==> config.mk <==
export PLATFORM = sky130hd
export DESIGN_NAME = stm_sequencer
export DESIGN_NICKNAME = d
export VERILOG_FILES = /design/src/rtl/stm_pkg.sv /design/src/rtl/stm_predicate.sv /design/src/rtl/stm_beat_counter.sv /design/src/rtl/stm_ctrl.sv /design/src/rtl/stm_sequencer.sv
export SDC_FILE = /design/constraint.sdc
export NUM_CORES = 1
export LEC_CHECK = 0
export ABC_AREA = 1
export BUFFER_PORTS_ARGS = -buffer_cell sky130_fd_sc_hd__buf_2
export CORE_UTILIZATION = 46
export CTS_BUF_LIST = sky130_fd_sc_hd__clkbuf_4
export CTS_CLUSTER_SIZE = 16
export DETAILED_ROUTE_END_ITERATION = 12
export PLACE_DENSITY_LB_ADDON = 0.25
export SETUP_SLACK_MARGIN = 0.02
export SLEW_MARGIN = 25
export SYNTH_ARGS = -nofsm -noshare
export SYNTH_HDL_FRONTEND = slang
export SYNTH_SLANG_ARGS = --single-unit
export TNS_END_PERCENT = 50
==> constraint.sdc <==
create_clock -name clk -period 2.2 [get_ports clk]
set_clock_uncertainty 0.15 [all_clocks]
set_input_delay 0.11 -clock clk [delete_from_list [all_inputs] [get_ports clk]]
set_output_delay 0.11 -clock clk [all_outputs]
set_load 0.05 [all_outputs]
==> src/rtl/stm_pkg.sv <==
package stm_pkg;

    localparam int FLAG_W = 4;

    typedef struct packed {
        logic n;
        logic z;
        logic c;
        logic v;
    } flags_t;

    typedef enum logic [3:0] {
        CC_AL = 4'd0,
        CC_EQ = 4'd1,
        CC_NE = 4'd2,
        CC_GE = 4'd3,
        CC_LT = 4'd4,
        CC_CS = 4'd5,
        CC_CC = 4'd6,
        CC_MI = 4'd7,
        CC_PL = 4'd8,
        CC_GT = 4'd9,
        CC_LE = 4'd10
    } cond_e;

    typedef enum logic [1:0] {
        ST_IDLE  = 2'd0,
        ST_STORE = 2'd1,
        ST_DONE  = 2'd2
    } state_e;

    function automatic logic cond_holds(input flags_t f, input logic [3:0] c);
        logic r;
        case (c)
            CC_AL:   r = 1'b1;
            CC_EQ:   r = f.z;
            CC_NE:   r = !f.z;
            CC_GE:   r = (f.n == f.v);
            CC_LT:   r = (f.n != f.v);
            CC_CS:   r = f.c;
            CC_CC:   r = !f.c;
            CC_MI:   r = f.n;
            CC_PL:   r = !f.n;
            CC_GT:   r = !f.z && (f.n == f.v);
            CC_LE:   r = f.z || (f.n != f.v);
            default: r = 1'b0;
        endcase
        return r;
    endfunction

endpackage

==> src/rtl/stm_predicate.sv <==
module stm_predicate
    import stm_pkg::*;
#(
    parameter int NUM_FSETS = 4,
    localparam int SEL_W = (NUM_FSETS > 1) ? $clog2(NUM_FSETS) : 1
) (
    input  logic [NUM_FSETS*FLAG_W-1:0] flag_sets,
    input  logic [SEL_W-1:0]            fset_sel,
    input  logic [3:0]                  cond_code,
    output logic                        take
);

    flags_t fset [NUM_FSETS];

    for (genvar k = 0; k < NUM_FSETS; k++) begin : g_unpack
        assign fset[k] = flags_t'(flag_sets[k*FLAG_W +: FLAG_W]);
    end

    flags_t chosen;
    always_comb begin
        chosen = '0;
        for (int k = 0; k < NUM_FSETS; k++) begin
            if (fset_sel == SEL_W'(k)) chosen = fset[k];
        end
    end

    assign take = cond_holds(chosen, cond_code);

endmodule

==> src/rtl/stm_beat_counter.sv <==
module stm_beat_counter #(
    parameter int ADDR_W     = 32,
    parameter int IDX_W      = 6,
    parameter int CNT_W      = 7,
    parameter int STEP_BYTES = 4
) (
    input  logic              clk,
    input  logic              rst,
    input  logic              load,
    input  logic [ADDR_W-1:0] base,
    input  logic [IDX_W-1:0]  first,
    input  logic [CNT_W-1:0]  count,
    input  logic              advance,
    output logic [ADDR_W-1:0] addr,
    output logic [IDX_W-1:0]  idx,
    output logic              last
);

    localparam logic [ADDR_W-1:0] STEP = ADDR_W'(STEP_BYTES);

    logic [CNT_W-1:0] remaining;

    always_ff @(posedge clk) begin
        if (rst) begin
            addr      <= '0;
            idx       <= '0;
            remaining <= '0;
        end else if (load) begin
            addr      <= base;
            idx       <= first;
            remaining <= count;
        end else if (advance) begin
            addr      <= addr + STEP;
            idx       <= idx + 1'b1;
            remaining <= remaining - 1'b1;
        end
    end

    assign last = (remaining == CNT_W'(1));

    AST_IDX_ASCENDS: assert property (@(posedge clk) disable iff (rst)
        advance |=> (idx == $past(idx) + 1'b1));

endmodule

==> src/rtl/stm_ctrl.sv <==
module stm_ctrl
    import stm_pkg::*;
(
    input  logic clk,
    input  logic rst,
    input  logic start,
    input  logic take,
    input  logic count_zero,
    input  logic wback_req,
    input  logic beat_fire,
    input  logic last_beat,
    input  logic abort,
    output logic capture,
    output logic in_store,
    output logic done,
    output logic wb_fire
);

    state_e st;
    logic   wb_pending;

    assign capture  = (st == ST_IDLE) && start;
    assign in_store = (st == ST_STORE);
    assign done     = (st == ST_DONE);
    assign wb_fire  = done && wb_pending;

    always_ff @(posedge clk) begin
        if (rst) begin
            st         <= ST_IDLE;
            wb_pending <= 1'b0;
        end else begin
            case (st)
                ST_IDLE: begin
                    if (start) begin
                        if (take && !count_zero) begin
                            st         <= ST_STORE;
                            wb_pending <= wback_req;
                        end else begin
                            st         <= ST_DONE;
                            wb_pending <= 1'b0;
                        end
                    end
                end
                ST_STORE: begin
                    if (abort) begin
                        st         <= ST_DONE;
                        wb_pending <= 1'b0;
                    end else if (beat_fire && last_beat) begin
                        st <= ST_DONE;
                    end
                end
                default: begin
                    st         <= ST_IDLE;
                    wb_pending <= 1'b0;
                end
            endcase
        end
    end

    AST_DONE_SINGLE: assert property (@(posedge clk) disable iff (rst)
        done |=> !done);

    AST_SKIP_FINISH: assert property (@(posedge clk) disable iff (rst)
        (capture && (!take || count_zero)) |=> (done && !wb_fire));

    AST_ABORT_FINISH: assert property (@(posedge clk) disable iff (rst)
        (in_store && abort) |=> (done && !wb_fire));

    AST_START_IGNORED: assert property (@(posedge clk) disable iff (rst)
        (in_store && start && !abort && !(beat_fire && last_beat)) |=> in_store);

endmodule

==> src/rtl/stm_sequencer.sv <==
module stm_sequencer
    import stm_pkg::*;
#(
    parameter int ADDR_W    = 32,
    parameter int DATA_W    = 32,
    parameter int REG_IDX_W = 6,
    parameter int NUM_FSETS = 4,
    localparam int CNT_W      = REG_IDX_W + 1,
    localparam int SEL_W      = (NUM_FSETS > 1) ? $clog2(NUM_FSETS) : 1,
    localparam int STEP_BYTES = DATA_W / 8
) (
    input  logic                        clk,
    input  logic                        rst,
    input  logic                        start,
    input  logic [REG_IDX_W-1:0]        first_reg,
    input  logic [CNT_W-1:0]            reg_count,
    input  logic [REG_IDX_W-1:0]        base_reg,
    input  logic [ADDR_W-1:0]           base_addr,
    input  logic [SEL_W-1:0]            fset_sel,
    input  logic [3:0]                  cond_code,
    input  logic                        wback,
    input  logic [NUM_FSETS*FLAG_W-1:0] flag_sets,
    input  logic                        abort,
    output logic [REG_IDX_W-1:0]        rf_raddr,
    input  logic [DATA_W-1:0]           rf_rdata,
    output logic                        mem_valid,
    output logic [ADDR_W-1:0]           mem_addr,
    output logic [DATA_W-1:0]           mem_wdata,
    input  logic                        mem_ready,
    output logic                        wb_en,
    output logic [REG_IDX_W-1:0]        wb_reg,
    output logic [ADDR_W-1:0]           wb_addr,
    output logic                        done
);

    logic take, capture, in_store, beat_fire, last_beat;
    logic [ADDR_W-1:0] cur_addr;

    stm_predicate #(.NUM_FSETS(NUM_FSETS)) u_pred (
        .flag_sets (flag_sets),
        .fset_sel  (fset_sel),
        .cond_code (cond_code),
        .take      (take)
    );

    stm_beat_counter #(
        .ADDR_W(ADDR_W), .IDX_W(REG_IDX_W), .CNT_W(CNT_W), .STEP_BYTES(STEP_BYTES)
    ) u_cnt (
        .clk     (clk),
        .rst     (rst),
        .load    (capture),
        .base    (base_addr),
        .first   (first_reg),
        .count   (reg_count),
        .advance (beat_fire),
        .addr    (cur_addr),
        .idx     (rf_raddr),
        .last    (last_beat)
    );

    stm_ctrl u_ctrl (
        .clk        (clk),
        .rst        (rst),
        .start      (start),
        .take       (take),
        .count_zero (reg_count == '0),
        .wback_req  (wback),
        .beat_fire  (beat_fire),
        .last_beat  (last_beat),
        .abort      (abort),
        .capture    (capture),
        .in_store   (in_store),
        .done       (done),
        .wb_fire    (wb_en)
    );

    always_ff @(posedge clk) begin
        if (rst)          wb_reg <= '0;
        else if (capture) wb_reg <= base_reg;
    end

    assign mem_valid = in_store && !abort;
    assign beat_fire = mem_valid && mem_ready;
    assign mem_addr  = cur_addr;
    assign mem_wdata = rf_rdata;
    assign wb_addr   = cur_addr;

    AST_BEAT_HELD: assert property (@(posedge clk) disable iff (rst)
        (mem_valid && !mem_ready) |=> ((mem_valid || abort) && $stable(mem_addr) && $stable(rf_raddr)));

    AST_ADDR_STRIDE: assert property (@(posedge clk) disable iff (rst)
        (beat_fire && !last_beat) |=> (mem_addr == $past(mem_addr) + ADDR_W'(STEP_BYTES)));

    AST_WB_ON_DONE: assert property (@(posedge clk) disable iff (rst)
        wb_en |-> done);

    AST_ABORT_QUIET: assert property (@(posedge clk) disable iff (rst)
        abort |-> !mem_valid);

endmodule

Word-level counts from Yosys, hierarchy flattened:

Cells that the tools add are included.

* add/subtract/negate cells: 3
* $mul: 0
* divide/modulo/power cells: 0
* $lt $le $gt $ge: 0
* equality and inequality tests: 21
* shifts and indexed selects: 0
* mux-type cells: 20
* bitwise gates (word level): 0
* reductions and logical operators: 20

Operators with widths (count)
* $mux 32: 2
* $add 32x3->32 const B: 1
* $eq 4x3->1 const B: 4
* $mux 4: 4
* $mux 7: 2
* $eq 4x4->1 const B: 3
* $mux 6: 2
* $pmux 1 s11: 1
* $eq 4x2->1 const B: 2
* $mux 2: 4
* $eq 7x1->1 const B: 1
* $logic_and 1x1->1: 7
* $logic_not 7->1: 1
* $sub 7x1->7 const B: 1
* $add 6x1->6 const B: 1
* $eq 2x2->1 const B: 3
* $logic_not 1->1: 5
* $eq 2x1->1 const B: 2
* $eq 4x1->1 const B: 1
* $logic_not 2->1: 2
* $logic_not 4->1: 1
* $ne 2x2->1 const B: 2
* $pmux 2 s2: 1
* $reduce_and 2->1: 2
* 7 further kinds: 9

* register bits: 54
* latch bits: 0
* bits in writable memories: 0
* memory bits (read-only): 0
* output and inout bits: 111
* word-level logic and storage cells: 70
* memories kept: 0

Depth between registers and ports, before layout:

* depth in word-level cells: 12
* depth in mapped cells: 15

By module:

A second synthesis with hierarchy kept.

* cells, all modules: 674
* area, all modules: 4334.2 um^2

By module, submodules not included
* stm_beat_counter: times used 1, cells an instance 433, area an instance 2937.8 um^2, sequential area each 900.9 um^2
* stm_sequencer: times used 1, cells an instance 112, area an instance 769.5 um^2, sequential area each 120.1 um^2
* stm_predicate: times used 1, cells an instance 91, area an instance 410.4 um^2, sequential area each 0.0 um^2
* stm_ctrl: times used 1, cells an instance 38, area an instance 216.5 um^2, sequential area each 60.1 um^2

Least setup slack after synthesis:

OpenSTA, ideal clock, no wires.

* path kind: register to register
* from: reg u_cnt.addr[3]
* to: reg u_cnt.addr[26]
* data arrival time: 1981 ps
* required time: 1941 ps
* path slack: -40 ps
* cell stages (with the launch flop): 13
* period minus slack after synthesis: 2240 ps
* path through: dfxtp_1 -> ha_1 -> nand3_2 -> nor2_4 -> nand3_4 -> nor2_4 -> nand2_2 -> nor3_1 -> nand2_1 -> nand3_1 -> nand3_1 -> nand2_1 -> inv_1

* cells in the longest elaborated chain, start to end: 3

RTL lines
* start: declaration: line stm_beat_counter.sv:14 `output logic [ADDR_W-1:0] addr,`
* start signal: assignment: line stm_beat_counter.sv:29 `addr <= base;`
* start signal: assignment: line stm_beat_counter.sv:33 `addr <= addr + STEP;`
* $add 32x3->32: line stm_beat_counter.sv:33
* $mux 32: line stm_beat_counter.sv:32 `end else if (advance) begin`
* $mux 32: line stm_beat_counter.sv:28 `end else if (load) begin`

Every way passes these cells. The select of a mux whose other input is x is not followed.
A chain may end at the register's enable or synchronous reset.

Worst setup path in the final report:

* from: reg u_cnt.addr[4]
* to: reg u_cnt.addr[17]

Same word-level chain as after synthesis.

==> results.tsv <==
stage	metric	value	unit
die	IO Count	222	
die	Die W	94.5	microns
setup_path	reg2reg path depth	9	
sta	setup TNS	0	ns
die	DIE AREA	8920	sq um
synth	Synth area leaders	dfxtp_1 27%, buf_4 13%, nand2_1 13%	
sta	fin crit period	1.98	ns
final_layout	Largest register FFs	32	
detailed_routing	Post-route DRC	0	
die	core footprint	8260	sq um
min_path	Min-Delay Path Class	in2reg	
power_and_ir_drop	Overall Power	3.40	mW
final_layout	Ant. Diodes	0	
setup_path	reg2reg setup slack	0.22	ns
sta	endpoints failing setup	0	
power_and_ir_drop	Static Leak	2.51	nW
clocking	Root Driver	clkbuf_4	
final_layout	Top reg by flops	u_cnt.addr	
synth	Post-synth ARST share	0	%
final_layout	layout cells sized above 1	27.8	%
setup_path	Crit. End Element	flop	
global_routing	largest net degree at the start of global routing	30	
setup_path	Worst R2R Start	u_cnt.addr[4]	
final_layout	top flop regs	u_cnt.addr: 32 flops, u_cnt.remaining: 7 flops	
min_path	WHS Endpoint	u_ctrl.wb_pending	
detailed_routing	DR vias/cell	5.08	
sta	final worst-path cycle share	90.0	%
detailed_routing	1st-iter DRT viols	153	
detailed_routing	drt pass-1 iters	4	
clocking	CTS Sinks	54	
synth	Seq cells post-synth	54	
clocking	worst skew pair latency	0.40	ns
setup_path	WS Path Type	reg2reg	
global_routing	GRT overflow	0	
sta	max-slew violations	0	
setup_path	WP data required	2.37	ns
clocking	CTS Buffer Depth	2	
clocking	Clock Pin Slew Worst Setup and Hold Paths	0.17	ns
status	status	completed	
final_layout	commonest non-fill, non-tap cell in the layout	buf_2	
global_routing	initial antenna violation count	0	
synth	unique cell type count in the Yosys netlist	40	
synth	Avg Cell Area, Syn	6.70	sq um
die	Row Count	33	
min_path	hold path depth	6	
setup_path	Startpoint Class	flop	
setup_path	Worst EP arrival	2.15	ns
power_and_ir_drop	peak supply drop	0.000381	V
clocking	H-tree lvl count	2	
synth	Cells after Synth	587	
placement	dpl hpwl	8330	microns
run	total of max-cap violations	0	
synth	ys flop type	dfxtp_1	
global_routing	vias in the first global route	4041	
detailed_routing	drt total wl	11800	microns
synth	Netlist Area Pre-Place	3930	sq um
global_routing	global-route wire length before repair	18700	microns
final_layout	most frequent cells in the layout	156 x buf_2, 133 x nand2_1, 65 x nor2_1	
final_layout	Synth-to-Final Area Change	28.4	%
die	DIE HEIGHT	94.5	microns
final_layout	nets@finish	854	
min_path	Hold Path Origin	cond_code[3]	
power_and_ir_drop	Pwr Density	673	nW/um^2
clocking	Num CTS Buffers	5	
synth	Synth Net Count	702	
die	initial core utilization	47.6	%
setup_path	Reg-to-Reg End	u_cnt.addr[17]	
global_routing	GRT Total Usage	26.6	%
sta	RSZ-0062 raised after global routing	no	
detailed_routing	WL/cell	13.9	microns
final_layout	Layout fillers	768	
synth	Synth area leader	dfxtp_1	
detailed_routing	via count	4291	
sta	fmax	505	MHz
placement	port bufs	157	
synth	Yosys top cell area share	27.5	%
detailed_routing	post-route ant nets	0	
sta	Max transition margin	39.5	%
sta	Fin. Hold Viols	0	
setup_path	worst-path maximum fanout	7	
clocking	CTS tree	done	
sta	worst slew pin tran	0.906	ns
synth	number of synthesized flops with an enable pin	0	
synth	Syn. warnings	0	
synth	Seq/Total Area, Yosys	27.5	%
placement	Placer Congestion	0.936	
==> worst max-delay path: stages, from the launching register on <==
cell and delay [ns]:
dfxtp_1 0.54, nand3_2 0.19, nor2_4 0.18, nand2_4 0.09
nor4_4 0.20, nand3_1 0.18, a21oi_1 0.16, o21ai_1 0.08
o211ai_1 0.08, inv_1 0.05
==> worst max path at each step <==
stage                              start           endpoint  slack (ns)
after floorplan            u_cnt.addr[8]     u_cnt.addr[26]        0.11
after global placement    u_cnt.addr[21]     u_cnt.addr[25]        0.28
after detailed placement   u_cnt.addr[4]     u_cnt.addr[17]        0.25
after CTS                    fset_sel[1]  u_ctrl.wb_pending        0.05
after global routing       u_cnt.addr[3]     u_cnt.addr[26]        0.02
final                      u_cnt.addr[4]     u_cnt.addr[17]        0.22
==> report_power, final <==
part           internal, mW  switching [mW]  leakage [nW]
clock                 0.252           0.339        0.0419
combinational         0.457            1.10          2.02
sequential             1.10           0.145         0.446
total                  1.81            1.59          2.51
==> cell families after synthesis <==
family	share of synthesized area, %
and+or+nand+nor	31.5
DFF	27.5
xor gates and xnor gates	5.79
adders and majority gates	1.27
AOI/OAI and AO/OA	13.7
buffers and inverters	20.2
==> synthesized netlist by cell type, types with 6 or more instances <==
master / count
o21ai_0: 31
xnor2_1: 8
nand3_1: 29
nor2_4: 6
buf_4: 67
nor3_1: 10
xor2_1: 18
nand2_1: 133
a31oi_1: 21
dfxtp_1: 54
a21oi_1: 19
nand4_1: 9
nor2_1: 65
clkbuf_1: 10
inv_1: 55
==> layout make-up <==
class	instances	area, sq um	share of cell area, %
inverter	57	214	4.24
clock buffer	6	45.0	0.892
timing repair buffer	229	1470	29.2
clock inverter	2	37.5	0.743
sequential	54	1080	21.5
multi-input combinational	392	2070	40.9
tap	105	131	2.60
==> metrics by stage <==
stage	util, %	std cells	hold slack (ns)	setup slack [ns]	cell area [sq um]
final	61.2	845	0.00139	0.220	5050
after global routing	61.2	845	0.0701	0.0207	5050
after CTS	61.1	845	0.0459	0.0473	5040
after detailed placement	53.1	779	0.0703	0.251	4380
after global placement	53.1	779	0.0703	0.282	4380
after floorplan	-	587	0.0949	0.108	3940
==> per-layer routing <==
metal	up-vias	GRT usage (%)	share of wire (%)	routed length [microns]
met5	-	0	0	0
met3	29	4.75	7.2	851
met4	0	9.97	2.0	241
met2	172	46.3	48	5590
li1	2142	-	-	-
met1	1948	32.4	43	5080
==> repair_timing <==
item                       in CTS  in global routing
setup endpoints to repair       0                  1
setup buffers                   0                  0
hold endpoints to repair       54                  1
hold buffers                   58                  1
resized for setup               0                  2
Power figures use the tool's default switching activity.
